### src/rtl/ost_pkg.sv
package ost_pkg;
  typedef enum logic [1:0] {
    PH_SETTLE  = 2'd0,
    PH_RUN     = 2'd1,
    PH_STOPPED = 2'd2
  } ost_phase_e;

  localparam int unsigned TERM_SHORT_IDX = 0;
  localparam int unsigned TERM_LONG_IDX  = 1;
  localparam int unsigned TERM_COUNT     = 2;
endpackage

### src/rtl/ost_prescale_cnt.sv
module ost_prescale_cnt #(
  parameter int unsigned CNT_W = 13
) (
  input  logic             osc_clk,
  input  logic             por,
  input  logic             advance,
  input  logic             clear,
  output logic [CNT_W-1:0] cnt,
  output logic [CNT_W-1:0] cnt_inc,
  output logic             wrap_tick
);
  localparam logic [CNT_W-1:0] ALL_ONES = {CNT_W{1'b1}};

  always_comb cnt_inc = cnt + CNT_W'(1);

  always_ff @(negedge osc_clk or posedge por) begin
    if (por) begin
      cnt       <= '0;
      wrap_tick <= 1'b0;
    end else begin
      wrap_tick <= advance && (cnt == ALL_ONES);
      if (clear)        cnt <= '0;
      else if (advance) cnt <= cnt_inc;
    end
  end
endmodule

### src/rtl/ost_term_match.sv
module ost_term_match #(
  parameter int unsigned CNT_W = 13,
  parameter int unsigned VALUE = 32
) (
  input  logic [CNT_W-1:0] cur,
  input  logic [CNT_W-1:0] nxt,
  output logic             at_now,
  output logic             at_next
);
  localparam logic [CNT_W-1:0] TERM = CNT_W'(VALUE);

  always_comb begin
    at_now  = (cur == TERM);
    at_next = (nxt == TERM);
  end
endmodule

### src/rtl/ost_phase_ctrl.sv
module ost_phase_ctrl
  import ost_pkg::*;
(
  input  logic osc_clk,
  input  logic por,
  input  logic stop_req,
  input  logic wake_req,
  input  logic short_rec,
  input  logic short_next,
  input  logic long_next,
  output logic advance,
  output logic clear,
  output logic stopped,
  output logic bus_en
);
  ost_phase_e phase_q;
  logic       use_short_q;
  logic       term_next;

  always_comb begin
    stopped   = (phase_q == PH_STOPPED);
    advance   = !stopped && !stop_req;
    clear     = stop_req;
    term_next = use_short_q ? short_next : long_next;
  end

  always_ff @(negedge osc_clk or posedge por) begin
    if (por) begin
      phase_q     <= PH_SETTLE;
      use_short_q <= 1'b0;
      bus_en      <= 1'b0;
    end else if (stop_req) begin
      phase_q <= PH_STOPPED;
      bus_en  <= 1'b0;
    end else begin
      case (phase_q)
        PH_STOPPED: begin
          if (wake_req) begin
            phase_q     <= PH_SETTLE;
            use_short_q <= short_rec;
          end
        end
        PH_SETTLE: begin
          if (term_next) begin
            phase_q <= PH_RUN;
            bus_en  <= 1'b1;
          end
        end
        PH_RUN:  phase_q <= PH_RUN;
        default: phase_q <= PH_STOPPED;
      endcase
    end
  end
endmodule

### src/rtl/osc_settle_timer.sv
module osc_settle_timer #(
  parameter int unsigned CNT_W     = 13,
  parameter int unsigned SHORT_DLY = 32,
  parameter int unsigned LONG_DLY  = 4096
) (
  input  logic             osc_clk,
  input  logic             por,
  input  logic             stop_req,
  input  logic             wake_req,
  input  logic             short_rec,
  output logic             bus_clk_en,
  output logic             wdog_tick,
  output logic [CNT_W-1:0] cnt_value,
  output logic             short_reached,
  output logic             long_reached
);
  import ost_pkg::*;

  logic [CNT_W-1:0]      cnt_inc;
  logic                  advance;
  logic                  clear;
  logic                  stopped;
  logic [TERM_COUNT-1:0] hit_now;
  logic [TERM_COUNT-1:0] hit_nxt;

  ost_prescale_cnt #(.CNT_W(CNT_W)) u_cnt (
    .osc_clk   (osc_clk),
    .por       (por),
    .advance   (advance),
    .clear     (clear),
    .cnt       (cnt_value),
    .cnt_inc   (cnt_inc),
    .wrap_tick (wdog_tick)
  );

  for (genvar gi = 0; gi < TERM_COUNT; gi++) begin : g_term
    localparam int unsigned TVAL = (gi == TERM_SHORT_IDX) ? SHORT_DLY : LONG_DLY;
    ost_term_match #(.CNT_W(CNT_W), .VALUE(TVAL)) u_match (
      .cur     (cnt_value),
      .nxt     (cnt_inc),
      .at_now  (hit_now[gi]),
      .at_next (hit_nxt[gi])
    );
  end

  ost_phase_ctrl u_ctrl (
    .osc_clk    (osc_clk),
    .por        (por),
    .stop_req   (stop_req),
    .wake_req   (wake_req),
    .short_rec  (short_rec),
    .short_next (hit_nxt[TERM_SHORT_IDX]),
    .long_next  (hit_nxt[TERM_LONG_IDX]),
    .advance    (advance),
    .clear      (clear),
    .stopped    (stopped),
    .bus_en     (bus_clk_en)
  );

  always_comb begin
    short_reached = hit_now[TERM_SHORT_IDX];
    long_reached  = hit_now[TERM_LONG_IDX];
  end
endmodule

### config.mk
export PLATFORM = sky130hd
export DESIGN_NAME = osc_settle_timer
export DESIGN_NICKNAME = d
export VERILOG_FILES = /design/src/rtl/ost_pkg.sv /design/src/rtl/ost_prescale_cnt.sv /design/src/rtl/ost_term_match.sv /design/src/rtl/ost_phase_ctrl.sv /design/src/rtl/osc_settle_timer.sv
export SDC_FILE = /design/constraint.sdc
export NUM_CORES = 1
export LEC_CHECK = 0
export BUFFER_PORTS_ARGS = -buffer_cell sky130_fd_sc_hd__buf_2
export CAP_MARGIN = 20
export CORE_UTILIZATION = 46
export DETAILED_ROUTE_END_ITERATION = 10
export PLACE_DENSITY = 0.7
export SYNTH_ARGS = -nofsm -noshare
export SYNTH_HDL_FRONTEND = slang
export SYNTH_SLANG_ARGS = --single-unit
### constraint.sdc
create_clock -name osc_clk -period 2.2 [get_ports osc_clk]
set_input_delay 0.22 -clock osc_clk [delete_from_list [all_inputs] [get_ports osc_clk]]
set_output_delay 0.22 -clock osc_clk [all_outputs]
set_load 0.03 [all_outputs]
[After elaboration in Yosys (flattened, before gate mapping)]
Index checks and enable logic that the tools add are counted.
Operators by class
  eq/ne operators: 9
  muxes and demuxes: 10
  bitwise operators: 1
  reductions and logical operators: 11
  add/subtract/negate cells: 1
Operators with widths (count)
  equality test 13 bit (second input constant): 3
  equality test 13 x 6 -> 1 bit (second input constant): 2
  2-to-1 mux 13 bit: 2
  adder 13 x 1 -> 13 bit (second input constant): 1
  2-to-1 mux 2 bit: 3
  case mux 2 bit (3 select lines): 1
  nonzero test 2 bit: 3
  2-to-1 mux 1 bit: 4
  AND reduction 2 bit: 2
  inequality test 3 x 2 -> 1 bit (second input constant): 1
  inequality test 3 bit (second input constant): 1
  AND reduction 3 bit: 1
  equality test 2 x 1 -> 1 bit (second input constant): 1
  equality test 2 bit (second input constant): 1
  logical AND 1 bit: 2
  logical NOT 1 bit: 2
  logical NOT 2 bit: 1
  inverter 1 bit: 1
Word-level totals
  logic and storage cells: 37
  flip-flop bits (word level): 18
  output and inout port bits: 17
  input bits: 5

[Depth between registers and ports, before layout]
Gate-level depths: netlist of the first run.
  word-level depth: 6
  mapped depth: 6
  depth with buffers taken out: 6

[Cells and area by module]
Synthesis of the first run repeated with hierarchy kept, for this count alone.
Second synthesis, totals
  cell total of the unflattened synthesis: 131
  area, all modules: 1206.2 µm²
Modules (own cells, without submodules)
  ost_prescale_cnt: instances 1, sequential area each 350.3 µm², area an instance 868.3 µm², cells each 94
  ost_phase_ctrl: instances 1, sequential area each 100.1 µm², area an instance 195.2 µm², cells each 17
  ost_term_match (g_term[0].u_match): instances 1, sequential area each 0.0 µm², area an instance 77.6 µm², cells each 10
  ost_term_match (g_term[1].u_match): instances 1, sequential area each 0.0 µm², area an instance 65.1 µm², cells each 10

==> run_results.csv, run 1 <==
group,metric,value,unit
finish,syn_to_final_growth,50.6,%
floorplanning,rows,17,
pwr,ir_worst_vdd,0.000459,V
placed_design,place_congestion,0.799,
run,maxCapViolations,0,
clocking,htree_levels,1,
clocking,ctsHoldBuffers,0,
global_route,grtUsageTotal,0.225,
clocking,clkLatencyLatePin,290,ps
setup_path,worst-path-max-fanout,2,
finish,final_nets,188,
timing,drv_slew,0,
routing,num_vias,1100,
floorplanning,io_pins,22,
routing,wl,2690,um
global_route,grt_overflow_total,0,
pwr,p_leak,0.817,nW
routing,wl_per_cell,13.0,um
floorplanning,die_w,51.8,um
timing,timing.final.ws_setup,-690,ps
clocking,root_buffer,"clkbuf_4",
timing,hold_viol_final,0,
setup_path,worstPathArrival,2670,ps
timing,rsz0062_at_grt,"yes",
logic_synthesis,postSynthAreaPerCell,9.14,um2
finish,layout-drive-gt1-share,0.416,
setup_path,start_kind,"flop",
global_route,grt_max_degree,19,
logic_synthesis,synth_edf_count,0,
floorplanning,fp.coreArea,0.00228,mm2
logic_synthesis,synthCells,125,
logic_synthesis,async_reset_ff_frac,1.00,
logic_synthesis,ys_types,36,
min_path,hold_class,"flop to flop",
logic_synthesis,syn_area,0.00114,mm2
timing,tightest_slew,473,ps
floorplanning,die_area,0.00269,mm2
clocking,cts_tree,"done",
logic_synthesis,synthTopCellsByArea,"dfrtn_1 39%, xnor2_1 6.1%, xor2_1 5.4%",
finish,layout_common_cells,"27 x buf_6, 25 x buf_4, 18 x dfrtn_1",
outcome,outcome,"finished with violations",
global_route,grt_pass1_wl,4270,um
routing,drt_iter0_markers,19,
clocking,numCtsBuffers,3,
setup_path,cp.required,1980,ps
finish,fillerInstances,174,
setup_path,path_class,"flop to output port",
logic_synthesis,ys.flop_type,"dfrtn_1",
routing,postRouteAntennaNets,0,
global_route,antenna_found_initial,0,
floorplanning,initial_utilization,0.502,
clocking,clockBufferDepth,2,
logic_synthesis,synth.net_count,133,
finish,n_antenna_cell,0,
timing,max_slew_margin,0.684,
logic_synthesis,yosys_warnings,0,
logic_synthesis,seq_area_frac_synth,0.394,
pwr,p_per_area,358,mW/mm2
logic_synthesis,yosys_register_bits,18,
routing,first_pass_iters,4,
placed_design,dp_hpwl,1880,um
timing,setup_tns,-2880,ps
clocking,path_clk_slew,70,ps
setup_path,end_kind,"output port",
clocking,cts_sinks,18,
placed_design,port-buffer-count,21,
routing,via_per_inst,5.34,
finish,utilization,0.756,
timing,fin_worst_skew,3.39,ps
global_route,grt_pass1_vias,974,
finish,layout_commonest_cell,"buf_6",
timing,finalSetupViolations,15,
outcome,violations,"setup timing",
routing,route.detailed.drc,0,
logic_synthesis,synth.top_cell.area_share,0.394,
logic_synthesis,yosys.area.top_type,"dfrtn_1",
placed_design,place_ws,-440,ps
floorplanning,die_y,51.8,um
## kinds of logic (layout without fill, tap and decap cells)
family | count (synthesis) | in the layout | share of synthesized area
adders and majority gates | 3 | 3 | 0.0329
AOI/OAI and AO/OA | 12 | 12 | 0.0668
DFF | 18 | 18 | 0.394
xor gates and xnor gates | 15 | 15 | 0.115
muxes | 3 | 3 | 0.0274
and+or+nand+nor | 63 | 63 | 0.303
buffers and inverters | 11 | 64 | 0.0602
## cells in the mapped netlist, types with 2 or more instances
cell       n
a21oi_1    3
and3_1     2
buf_6      3
dfrtn_1   18
ha_1       3
inv_1      5
mux2i_1    2
nand2_1   10
nand2b_1   2
nand3_1    7
nand4_1    6
nor2_1    14
nor3_1     7
nor3b_1    3
o21ai_0    5
or3_1      2
xnor2_1    8
xor2_1     7
## critical path, stage by stage (launching register included)
cell	delay [ps]
dfrtn_1	370
inv_2	80
ha_4	110
nor4b_4	180
nand3_2	160
nor3b_4	220
buf_6	150
## registers in the layout, indices dropped and copies added, names as in the netlist
signal	flops
u_cnt.wrap_tick	1
u_cnt.cnt	13
u_ctrl.phase_q	2
u_ctrl.use_short_q	1
u_ctrl.bus_en	1
## timing repair
action | CTS | global route
cloned | 0 | 0
hold endpoints to repair | 0 | 0
resized for setup | 46 | 7
pin swaps | 3 | 0
setup buffers | 6 | 12
endpoints found under the setup margin | 16 | 18
## path summary, 6_finish.rpt
kind	from	end	slack, ps	cells after the start
worst max register to register	u_cnt.cnt[0]	u_ctrl.bus_en	110	8
worst min register to register	u_ctrl.use_short_q	u_ctrl.use_short_q	480	1
worst max-delay path	u_cnt.cnt[0]	long_reached	-690	6
max in group asynchronous	por	u_cnt.wrap_tick	1070	3
min in group asynchronous	por	u_ctrl.bus_en	900	3
worst min-delay path	u_ctrl.use_short_q	u_ctrl.use_short_q	480	1
## metrics by stage
step	hold WS (ps)	cells	instance area [um2]	power, W
2_1_floorplan	441	125	1180	0.000411
3_3_place_gp	459	189	1430	0.000438
3_5_place_dp	470	189	1430	0.000441
4_1_cts	471	197	1650	0.000613
5_1_grt	487	206	1720	0.000639
6_report	478	206	1720	0.000615
## cell type report
cell class	instances	area [um2]	area share
multi-input combinational	96	682	0.396
sequential	18	450	0.262
tap	28	35.0	0.0204
timing repair buffer	56	512	0.297
clock buffer	3	22.5	0.0131
inverter	5	18.8	0.0109
## metal layers
layer | up-vias | share of wire | global-route usage
li1 | 547 | - | -
met3 | 4 | 0.020 | 0.0175
met2 | 23 | 0.51 | 0.391
met1 | 526 | 0.45 | 0.267
met5 | - | 0 | 0
met4 | 0 | 0.022 | 0.135
## power breakdown
| group | internal [W] | total, W | switching (W) |
|---|---|---|---|
| clock | 0.0000638 | 0.000165 | 0.000101 |
| sequential | 0.000341 | 0.000347 | 0.00000583 |
| combinational | 0.0000493 | 0.000104 | 0.0000542 |
(Power assumes the default switching activity.)
==> run 2: changes to the inputs <==
Settings changed: CELL_PAD_IN_SITES_DETAIL_PLACEMENT from default to 1, CELL_PAD_IN_SITES_GLOBAL_PLACEMENT from default to 2, CORE_ASPECT_RATIO from default to 2, CORE_UTILIZATION 46 to 32, PLACE_DENSITY 0.7 to 0.78.
==> run_results.csv, run 2 (synthesis results as in run 1) <==
group,metric,value,unit
pwr,ir_worst_vdd,0.000310,V
global_route,grt_pass1_vias,1218,
clocking,root_buffer,"clkbuf_8",
pwr,power_frac_comb,0.149,
global_route,grt_overflow_total,0,
setup_path,path_class,"flop to output port",
finish,layout_common_cells,"35 x buf_4, 26 x buf_6, 18 x dfrtn_1",
pwr,switching_share,0.253,
pwr,internal_power,0.000550,W
clocking,clockBufferDepth,2,
floorplanning,die_y,86.5,um
routing,first_pass_iters,7,
finish,layout-drive-gt1-share,0.453,
clocking,numCtsBuffers,3,
timing,rsz0062_at_grt,"yes",
clocking,clkLatencyLatePin,270,ps
pwr,seqPwrFrac,0.471,
timing,finalSetupViolations,15,
timing,timing.final.ws_setup,-699,ps
finish,largestRegisters,"u_cnt.cnt (13), u_ctrl.phase_q (2)",
pwr,p_total,0.000736,W
clocking,cts_sinks,18,
outcome,violations,"setup timing",
routing,drt_iter0_markers,21,
routing,dr.max_layer_used,"met4",
setup_path,worst-path-max-fanout,2,
routing,wl_met2,2390,um
placed_design,place_ws,-472,ps
placed_design,dp_hpwl,2440,um
setup_path,worstPathArrival,2680,ps
pwr,power.switching,0.000186,W
finish,final_cells,238,
setup_path,rr_startpoint,"u_cnt.cnt[2]",
pwr,p_leak,0.892,nW
global_route,grt_max_degree,19,
placed_design,place_congestion,0.814,
finish,n_antenna_cell,0,
floorplanning,initial_utilization,0.334,
routing,postRouteAntennaNets,0,
run,maxCapViolations,0,
finish,fillerInstances,390,
floorplanning,die_w,44.3,um
floorplanning,fp.coreArea,0.00342,mm2
timing,fin_worst_skew,5.17,ps
finish,regArea,450,um2
floorplanning,die_area,0.00383,mm2
global_route,grtUsageTotal,0.212,
finish,layout_commonest_cell,"buf_4",
routing,wl,3940,um
routing,wl_met1,1430,um
routing,dr_wl_met3,71,um
min_path,hold_start,"u_ctrl.use_short_q",
setup_path,start_kind,"flop",
global_route,grt_pass1_wl,5970,um
outcome,outcome,"finished with violations",
finish,regMostFlops,"u_cnt.cnt",
setup_path,cpPeakStageDelay,360,ps
clocking,htree_levels,1,
timing,tightest_slew,537,ps
pwr,p_per_area,394,mW/mm2
setup_path,end_kind,"output port",
setup_path,cp.required,1980,ps
clocking,cts_tree,"done",
clocking,ctsHoldBuffers,0,
pwr,power_frac_clock,0.380,
finish,largest_reg_flops,13,
timing,hold_ws,467,ps
placed_design,port-buffer-count,21,
routing,route.detailed.drc,0,
setup_path,crit_start,"u_cnt.cnt[8]",
finish,final_nets,199,
timing,drv_slew,0,
timing,hold_viol_final,0,
routing,wl_per_cell,16.5,um
finish,multi_input_comb_area,691,um2
setup_path,slowest_stage,"dfrtn_1",
floorplanning,rows,30,
clocking,path_clk_slew,50,ps
routing,via_per_inst,5.00,
min_path,hold_class,"flop to flop",
timing,max_slew_margin,0.642,
routing,num_vias,1189,
global_route,antenna_found_initial,0,
placed_design,dp_cells,209,
floorplanning,io_pins,22,
finish,syn_to_final_growth,63.7,%
setup_path,path_cells,"nor3_1, buf_4, nand3_2, nor3b_4, buf_6",
finish,utilization,0.548,
[run 2: critical path, delay by kind of cell (launching register included)]
kind / cells / cell delay (ps)
simple gates: 3 / 620
flops: 1 / 360
buf+inv: 2 / 320
[run 2: timing repair]
action | CTS | global route
endpoints found under the setup margin | 15 | 16
setup buffers | 6 | 26
pin swaps | 1 | 4
resized for setup | 41 | 15
cloned | 0 | 0
[run 2: layout make-up]
cell class,count,area share
clock buffers,4,0.0294
inverters,5,0.0100
multi-input cells,96,0.369
flip-flops and latches,18,0.241
well taps,48,0.0321
repair buffers,67,0.318
[run 2: routing by layer]
metal	global-route usage	up-vias
li1	-	562
met1	0.229	604
met2	0.408	18
met3	0.0188	5
met4	0.0661	0
met5	0	-
[run 2: path summary, 6_finish.rpt]
path / cells after the start / slack [ps] / endpoint
min in group asynchronous: 3 / 940 / u_cnt.wrap_tick
worst min-delay path: 1 / 470 / u_ctrl.use_short_q
worst max-delay path: 5 / -700 / long_reached
worst max register to register: 8 / 50 / u_ctrl.bus_en
worst min register to register: 1 / 470 / u_ctrl.use_short_q
max in group asynchronous: 3 / 1010 / u_cnt.cnt[2]
[run 2: power by group through the flow]
stage | Sequential, W | Clock [W] | Combinational [W]
detailed placement | 0.000353 | 0 | 0.0000936
global placement | 0.000352 | 0 | 0.0000906
floorplan | 0.000361 | 0 | 0.0000498
CTS | 0.000347 | 0.000287 | 0.0000986
finish | 0.000347 | 0.000280 | 0.000109
global route | 0.000347 | 0.000293 | 0.000119
[run 2: per-stage QoR]
stage	setup TNS (ps)	area [um2]
after floorplan	-1160	1180
after global placement	-1180	1460
after detailed placement	-1240	1460
after CTS	-2850	1690
after global routing	-3300	1870
final	-2750	1870
==> run 3: changes to the inputs <==
Settings changed: BUFFER_PORTS_ARGS -buffer_cell sky130_fd_sc_hd__buf_2 to default, CORE_ASPECT_RATIO 2 to default, CORE_UTILIZATION 32 to 37, DONT_BUFFER_PORTS from default to 1, PLACE_DENSITY 0.78 to 0.79.
==> run_results.csv, run 3 (synthesis results as in run 1) <==
group,metric,value,unit
clocking,path_clk_slew,70,ps
routing,num_vias,1009,
timing,finalSetupViolations,14,
finish,largestRegisters,"u_cnt.cnt (13), u_ctrl.phase_q (2)",
finish,layout-drive-gt1-share,0.307,
finish,final_nets,160,
timing,setup_tns,-2290,ps
placed_design,dp_hpwl,2170,um
pwr,ir_worst_vdd,0.000202,V
routing,via_per_inst,5.57,
placed_design,port-buffer-count,0,
run,maxCapViolations,0,
timing,hold_viol_final,0,
clocking,cts_tree,"done",
placed_design,place_area,0.00134,mm2
setup_path,path_cells,"inv_2, ha_4, nor4b_4, nand3_2, nor3b_4, buf_6",
routing,route.detailed.drc,1,
pwr,power_frac_comb,0.167,
timing,fin_worst_skew,3.91,ps
floorplanning,die_y,57.6,um
clocking,root_buffer,"clkbuf_4",
pwr,p_leak,0.670,nW
min_path,hold_class,"flop to flop",
global_route,antenna_found_initial,0,
clocking,htree_levels,1,
routing,drt_iter0_markers,17,
finish,regMostFlops,"u_cnt.cnt",
setup_path,worstPathArrival,2700,ps
placed_design,place_congestion,0.779,
clocking,clockBufferDepth,2,
floorplanning,die_w,57.6,um
setup_path,cp.required,1980,ps
finish,largest_reg_flops,13,
routing,wl,2970,um
placed_design,place_ws,-469,ps
finish,n_antenna_cell,0,
timing,hold_ws,467,ps
outcome,violations,"DRC, setup timing",
global_route,grt_pass1_wl,5000,um
setup_path,rr_startpoint,"u_cnt.cnt[1]",
timing,timing.final.ws_setup,-719,ps
setup_path,path_class,"flop to output port",
finish,utilization,0.539,
pwr,internal_power,0.000456,W
finish,layout_commonest_cell,"dfrtn_1",
global_route,grt_overflow_total,0,
finish,fillerInstances,329,
timing,drv_slew,0,
setup_path,end_kind,"output port",
pwr,switching_share,0.259,
routing,postRouteAntennaNets,0,
setup_path,worst-path-max-fanout,2,
setup_path,slowest_stage,"dfrtn_1",
outcome,outcome,"finished with violations",
finish,stdcell_area,0.00153,mm2
setup_path,cpPeakStageDelay,360,ps
min_path,hold_start,"u_ctrl.use_short_q",
floorplanning,rows,19,
global_route,grtUsageTotal,0.200,
pwr,p_per_area,403,mW/mm2
global_route,grt_pass1_vias,1046,
timing,tightest_slew,479,ps
pwr,power.switching,0.000159,W
pwr,power_frac_clock,0.269,
floorplanning,fp.coreArea,0.00283,mm2
routing,wl_per_cell,16.4,um
pwr,seqPwrFrac,0.564,
timing,max_slew_margin,0.680,
clocking,clkLatencyLatePin,290,ps
floorplanning,io_pins,22,
setup_path,start_kind,"flop",
finish,layout_common_cells,"18 x dfrtn_1, 14 x nor2_1, 13 x buf_6",
finish,syn_to_final_growth,33.5,%
floorplanning,die_area,0.00331,mm2
routing,first_pass_iters,9,
clocking,cts_sinks,18,
timing,rsz0062_at_grt,"yes",
setup_path,crit_start,"u_cnt.cnt[0]",
global_route,grt_max_degree,19,
floorplanning,initial_utilization,0.404,
clocking,numCtsBuffers,3,
-- run 3: cell count changes in the layout (fill, tap and decap cells not counted), sizes merged --
cell / previous run / this run
buf: 67 / 28
clkbuf: 4 / 3
-- run 3: per-stage QoR --
step,power (W),instances
after CTS,0.000615,179
final,0.000615,181
after floorplan,0.000411,125
after global placement,0.000426,172
after detailed placement,0.000430,172
after global routing,0.000645,181
-- run 3: final timing paths --
kind / to / slack [ps] / cells after the start
worst min register to register: u_ctrl.use_short_q / 470 / 1
worst min-delay path: u_ctrl.use_short_q / 470 / 1
max in group asynchronous: u_cnt.cnt[9] / 1150 / 2
worst max register to register: u_ctrl.bus_en / 160 / 9
min in group asynchronous: u_cnt.cnt[0] / 810 / 2
worst max-delay path: short_reached / -720 / 6
-- run 3: cell type report --
class,count,area [um2],share of cell area
flip-flops and latches,18,450,0.295
inverters,5,18.8,0.0123
well taps,31,38.8,0.0254
multi-input cells,96,691,0.453
clock buffers,3,22.5,0.0148
repair buffers,28,304,0.199
-- run 3: power groups by stage --
stage	Combinational, W	Sequential, W	Clock (W)
global route	0.000112	0.000348	0.000184
CTS	0.0000945	0.000347	0.000174
finish	0.000103	0.000347	0.000165
global placement	0.0000742	0.000352	0
floorplan	0.0000498	0.000361	0
detailed placement	0.0000768	0.000353	0
-- run 3: layer usage --
layer / wire length [um] / share of wire / track usage
met2: 1480 / 0.50 / 0.332
met5: 0 / 0 / 0
met1: 1350 / 0.46 / 0.271
met3: 108 / 0.036 / 0.0272
met4: 29 / 0.0098 / 0.0627
-- run 3: critical path, delay by kind of cell, from the launching register on --
| kind | cells | cell delay, ps |
|---|---|---|
| buf+inv | 2 | 240 |
| simple gates | 3 | 580 |
| fa+ha+maj | 1 | 120 |
| flops | 1 | 360 |
-- run 3: repair_timing --
action	in CTS	in global routing
cloned	0	0
buffers inserted	4	2
gates resized for setup	20	9
setup endpoints to repair	16	19
pin swaps	3	4
hold buffers	0	0
